[config.mk]
export PLATFORM = sky130hd
export DESIGN_NAME = pwm_steer
export DESIGN_NICKNAME = d
export VERILOG_FILES = /design/src/rtl/pwm_steer_pkg.sv /design/src/rtl/steer_mode_reg.sv /design/src/rtl/dead_band_gen.sv /design/src/rtl/pwm_steer.sv
export SDC_FILE = /design/constraint.sdc
export NUM_CORES = 1
export LEC_CHECK = 0
export ABC_AREA = 0
export BUFFER_PORTS_ARGS = -buffer_cell sky130_fd_sc_hd__buf_2
export CORE_ASPECT_RATIO = 0.6
export CORE_MARGIN = 2
export CORE_UTILIZATION = 34
export CTS_CLUSTER_SIZE = 30
export DETAILED_ROUTE_END_ITERATION = 10
export HOLD_SLACK_MARGIN = 0.15
export PLACE_DENSITY = 0.55
export SLEW_MARGIN = 30
export SYNTH_ARGS = -nofsm -noshare
export SYNTH_HDL_FRONTEND = slang
export SYNTH_SLANG_ARGS = --single-unit
[constraint.sdc]
create_clock -name clk -period 2.45 [get_ports clk]
set_input_delay 0.735 -clock clk [delete_from_list [all_inputs] [get_ports clk]]
set_output_delay 0.735 -clock clk [all_outputs]
set_load 0.05 [all_outputs]
[src/rtl/pwm_steer_pkg.sv]
package pwm_steer_pkg;

  typedef enum logic [1:0] {
    MODE_SINGLE = 2'b00,
    MODE_FWD    = 2'b01,
    MODE_HALF   = 2'b10,
    MODE_REV    = 2'b11
  } steer_mode_t;

  localparam int NUM_CH = 4;
  localparam int CH_A   = 0;
  localparam int CH_B   = 1;
  localparam int CH_C   = 2;
  localparam int CH_D   = 3;

endpackage

[src/rtl/steer_mode_reg.sv]
module steer_mode_reg
  import pwm_steer_pkg::*;
(
  input  logic        clk,
  input  logic        rst_n,
  input  logic        period_match_i,
  input  logic [1:0]  mode_i,
  output steer_mode_t mode_q
);

  always_ff @(posedge clk) begin
    if (!rst_n)              mode_q <= MODE_SINGLE;
    else if (period_match_i) mode_q <= steer_mode_t'(mode_i);
  end


  mode_hold_chk: assert property (@(posedge clk) disable iff (!rst_n)
    !period_match_i |=> $stable(mode_q));

endmodule

[src/rtl/dead_band_gen.sv]
module dead_band_gen #(
  parameter int DEAD_W = 7
) (
  input  logic              clk,
  input  logic              rst_n,
  input  logic              tick_i,
  input  logic              raw_i,
  input  logic [DEAD_W-1:0] dead_i,
  output logic              del_o
);

  localparam logic [DEAD_W-1:0] CNT_MAX = {DEAD_W{1'b1}};

  logic              raw_d;
  logic [DEAD_W-1:0] cnt_q;
  logic [DEAD_W-1:0] cnt_eff;
  logic              rise;

  assign rise    = raw_i & ~raw_d;
  assign cnt_eff = rise ? '0 : cnt_q;
  assign del_o   = raw_i && (cnt_eff >= dead_i);

  always_ff @(posedge clk) begin
    if (!rst_n) begin
      raw_d <= 1'b0;
      cnt_q <= '0;
    end else begin
      raw_d <= raw_i;
      if (rise)
        cnt_q <= {{(DEAD_W-1){1'b0}}, tick_i};
      else if (raw_i && tick_i && cnt_q != CNT_MAX)
        cnt_q <= cnt_q + 1'b1;
    end
  end


  delayed_rise_chk: assert property (@(posedge clk) disable iff (!rst_n)
    ($rose(del_o) && dead_i != '0) |-> $past(raw_i));

endmodule

[src/rtl/pwm_steer.sv]
module pwm_steer
  import pwm_steer_pkg::*;
#(
  parameter int DEAD_W = 7
) (
  input  logic              clk,
  input  logic              rst_n,
  input  logic              pwm_i,
  input  logic              period_match_i,
  input  logic              tick_i,
  input  logic [1:0]        mode_i,
  input  logic [DEAD_W-1:0] dead_i,
  input  logic              pol_low_i,
  output logic [3:0]        ch_o
);

  localparam int PAIR = 2;

  steer_mode_t       mode_q;
  logic [PAIR-1:0]   pair_raw;
  logic [PAIR-1:0]   pair_del;
  logic [NUM_CH-1:0] act_nxt;
  logic [NUM_CH-1:0] act_q;

  steer_mode_reg u_mode (
    .clk            (clk),
    .rst_n          (rst_n),
    .period_match_i (period_match_i),
    .mode_i         (mode_i),
    .mode_q         (mode_q)
  );

  assign pair_raw = {~pwm_i, pwm_i};

  for (genvar g = 0; g < PAIR; g++) begin : g_db
    dead_band_gen #(.DEAD_W(DEAD_W)) u_db (
      .clk    (clk),
      .rst_n  (rst_n),
      .tick_i (tick_i),
      .raw_i  (pair_raw[g]),
      .dead_i (dead_i),
      .del_o  (pair_del[g])
    );
  end

  always_comb begin
    act_nxt = '0;
    unique case (mode_q)
      MODE_SINGLE: act_nxt[CH_A] = pwm_i;
      MODE_HALF: begin
        act_nxt[CH_A] = pair_del[0];
        act_nxt[CH_B] = pair_del[1];
      end
      MODE_FWD: begin
        act_nxt[CH_A] = 1'b1;
        act_nxt[CH_D] = pwm_i;
      end
      MODE_REV: begin
        act_nxt[CH_C] = 1'b1;
        act_nxt[CH_B] = pwm_i;
      end
      default: act_nxt = '0;
    endcase
  end

  always_ff @(posedge clk) begin
    if (!rst_n) act_q <= '0;
    else        act_q <= act_nxt;
  end

  assign ch_o = act_q ^ {NUM_CH{pol_low_i}};


  shoot_through_chk: assert property (@(posedge clk) disable iff (!rst_n)
    !(act_q[CH_A] && act_q[CH_B]));


  single_idle_chk: assert property (@(posedge clk) disable iff (!rst_n)
    (mode_q == MODE_SINGLE) |=> (act_q[CH_D:CH_B] == '0));


  fwd_pair_chk: assert property (@(posedge clk) disable iff (!rst_n)
    (mode_q == MODE_FWD) |=> (act_q[CH_A] && !act_q[CH_B] && !act_q[CH_C]));


  rev_pair_chk: assert property (@(posedge clk) disable iff (!rst_n)
    (mode_q == MODE_REV) |=> (act_q[CH_C] && !act_q[CH_A] && !act_q[CH_D]));


  active_count_chk: assert property (@(posedge clk) disable iff (!rst_n)
    $countones(act_q) <= 2);

endmodule

==> out/qor.yml <==
outcome:
  status: "completed"
cts:
  cts_buffers: 3
  insertion_delay_ns: 0.27
  cts.sinks: 22
  post_cts_buffers: 0
  clock-root-buffer: "clkbuf_8"
  cts_tree: "built"
  post_cts_resized: 0
  clock_path_buffers: 2
  cts_hold_buf: 0
  htreeDepth: 1
  clk_pin_slew_worst_paths_ns: 0.09
place:
  hpwl_um: 2488
  io_buffers: 18
  place.gp.congestion: 0.7823
  postPlaceCellArea_mm2: 0.001583
power:
  power_density_mw_per_mm2: 508.2
  p_leak_nw: 0.7313
  peakVddDrop_mv: 0.2585
drt:
  ant_nets: 0
  wl_um: 3193
  route.vias.total: 1244
  drt_iter0_drc: 67
  viasPerCell: 5.057
  dr.pass1.iters: 4
  drc_errors: 0
  post_drt_wl_per_cell_um: 12.98
sta:
  finalSetupTns_ns: 0
  report.final.slew_viol_count: 0
  rsz0062_at_grt: "false"
  report.final.hold_viol_count: 0
  period_minus_slack_ns: 2.070
  finClkSkew_ns: 0.002027
  finalSetupViolCount: 0
  fmaxAchievable_ghz: 0.4831
  worst_slew_pin_slew_ns: 0.5003
  fin_crit_sh_pct: 84.48
  slew_headroom_pct: 66.29
global_routing:
  overflow: 0
  use_met3_pct: 3.221
  grt_util_met1_pct: 21.21
  busiest_layer: "met2"
  gr-usage-met2_pct: 22.35
  globalRouteTotalUtil_pct: 14.81
  grt_max_degree: 15
  grt_pass1_vias: 1163
  grt_pass1_wl_um: 5333
  grt_antenna_before_repair: 0
setup_path:
  r2r_end: "act_q[0]"
  rr_startpoint: "g_db[0].u_db.raw_d"
  max_stage_delay_ns: 0.38
  path_class: "in2reg"
  cp.arrival_ns: 2.24
  start_kind: "input port"
  r2r_cells: 7
  crit_path_top_delay_cell: "or3_1"
  r2r_slack_ns: 0.66
  crit_chain: "buf_2 > nor2_1 > buf_4 > nor2b_1 > ha_1 > nand4_1 > or3_1 > a221oi_1"
  required_ns: 2.62
  crit_path_end_kind: "flop"
  crit_fanout: 10
synth:
  ys.flop_type: "dfxtp_1"
  yosysWarnings: 0
  ys_types: 42
  synthCells: 167
  async_reset_ff_share_pct: 0
  synth_fp_nets: 198
  syn_area_mm2: 0.001425
  synth_seq_area_share_pct: 30.90
  synthAdderAreaFrac_pct: 14.05
  synth_compound_area_share_pct: 15.98
  avgSynthCellArea_um2: 8.534
  ys_seq_elements: 22
  synth_top_family_by_area: "simple AND/OR/NAND/NOR gates"
  synth_mux_area_share_pct: 2.107
  yosys.area_share.simple_pct: 27.30
  synth_xor_xnor_area_share_pct: 4.917
  synth-edff-count: 0
floorplan:
  fp.dieH_um: 54.15
  die-area_mm2: 0.004742
  rows: 18
  die_x_um: 87.58
  ioPinCount: 19
  coreArea_mm2: 0.004076
  start_util_pct: 34.96
cells_and_area:
  layout.nets: 218
  drive_above_1_share_pct: 14.52
  diodes: 0
  fillers: 424
  final_area_mm2: 0.001654
  ff_latch_area_um2: 440.4
  areaGrowthSynthToFinish_pct: 16.07
  multiInputGateArea_um2: 917.1
min_path:
  min_path_type: "reg2reg"
  hold_path.startpoint: "g_db[1].u_db.cnt_q[1]"
  hold_end: "g_db[1].u_db.cnt_q[1]"
  worstHoldPathCells: 2
run:
  cap_violations: 0
-- routing by layer --
metal	part of all wire, %	vias up
li1	-	648
met1	54	554
met2	40	38
met3	5.3	4
met4	0.72	0
met5	0	-
-- critical path, delay by kind of cell --
family | cells | cell delay, ns
AND/OR/NAND/NOR | 4 | 0.64
buffers and inverters | 2 | 0.30
adder cells (fa/ha/maj) | 1 | 0.29
AO/OA/AOI/OAI | 1 | 0.26
-- synth_stat cells, drive strengths merged, types with 2 or more instances --
cell,number,share of area [%]
nand2,8,2.1
a311oi,2,1.2
and2,7,3.1
o211ai,5,2.6
ha,16,14
nand4,7,3.5
nand3,5,1.8
buf,3,1.2
and3,5,2.5
o21ai,8,2.8
clkbuf,3,0.88
nand2b,4,1.8
a21oi,4,1.4
a211oi,2,1.1
dfxtp,22,31
xor2,6,3.7
inv,10,2.6
mux2i,3,2.1
nor2b,10,4.4
a31oi,6,2.6
nor2,14,3.7
xnor2,2,1.2
-- worst max-delay path by stage --
stage	start	endpoint	slack (ns)	cells after the start
final	pwm_i	act_q[1]	0.38	8
after global routing	pwm_i	act_q[1]	0.26	8
after CTS	pwm_i	act_q[1]	0.38	8
after detailed placement	pwm_i	act_q[1]	0.10	8
after global placement	pwm_i	act_q[1]	0.21	8
after floorplan	pwm_i	act_q[1]	0.19	7
-- where the power goes --
group / internal [mW] / switching, mW
Sequential: 0.367 / 0.0115
Combinational: 0.0449 / 0.0699
Clock: 0.218 / 0.129
Total: 0.631 / 0.210
-- final cells by class --
| class | count | share of cell area, % |
|---|---|---|
| clock buffers | 3 | 2.496 |
| clock inverters | 1 | 1.815 |
| inverters | 10 | 2.269 |
| multi-input cells | 129 | 55.45 |
| flip-flops and latches | 22 | 26.63 |
| well taps | 60 | 4.539 |
| repair buffers | 21 | 6.808 |
-- placed cells by master, fill, tap and decap left out, types with 2 or more instances in the layout --
| cell | instances |
|---|---|
| dfxtp_1 | 22 |
| buf_2 | 18 |
| ha_1 | 16 |
| nor2_1 | 14 |
| inv_1 | 10 |
| nor2b_1 | 10 |
| nand2_1 | 8 |
| and2_1 | 7 |
| o21ai_0 | 7 |
| xor2_1 | 6 |
| a31oi_1 | 6 |
| nand4_1 | 6 |
| o211ai_1 | 5 |
| nand3_1 | 5 |
| nand2b_1 | 4 |
| a21oi_1 | 4 |
| and3_1 | 4 |
| mux2i_1 | 3 |
| clkbuf_8 | 3 |
| buf_4 | 3 |
| a311oi_1 | 2 |
| xnor2_1 | 2 |
| a211oi_1 | 2 |
-- kinds of logic (layout without fill, tap and decap cells) --
kind of cell	Yosys count	after routing
flops	22	22
compound gates	34	34
xor+xnor	8	8
mux	3	3
fa+ha+maj	16	16
buf+inv	16	35
simple gates	68	68
-- sequential cells by signal (all words and copies together) (netlist names) --
register	flops
g_db.u_db.raw_d	2
g_db.u_db.cnt_q	14
u_mode.mode_q	2
act_q	4
-- per-stage QoR --
step / cells / utilization (%) / setup WS, ns / hold slack (ns) / total power, mW
floorplan: 167 / - / 0.1926 / 0.4512 / 0.4616
global placement: 242 / 38.83 / 0.2062 / 0.4820 / 0.5003
detailed placement: 242 / 38.83 / 0.1044 / 0.4859 / 0.5021
CTS: 246 / 40.58 / 0.3830 / 0.4979 / 0.8531
global route: 246 / 40.58 / 0.2606 / 0.5327 / 0.8875
finish: 246 / 40.58 / 0.3802 / 0.4955 / 0.8406
Power figures use the tool's default switching activity.
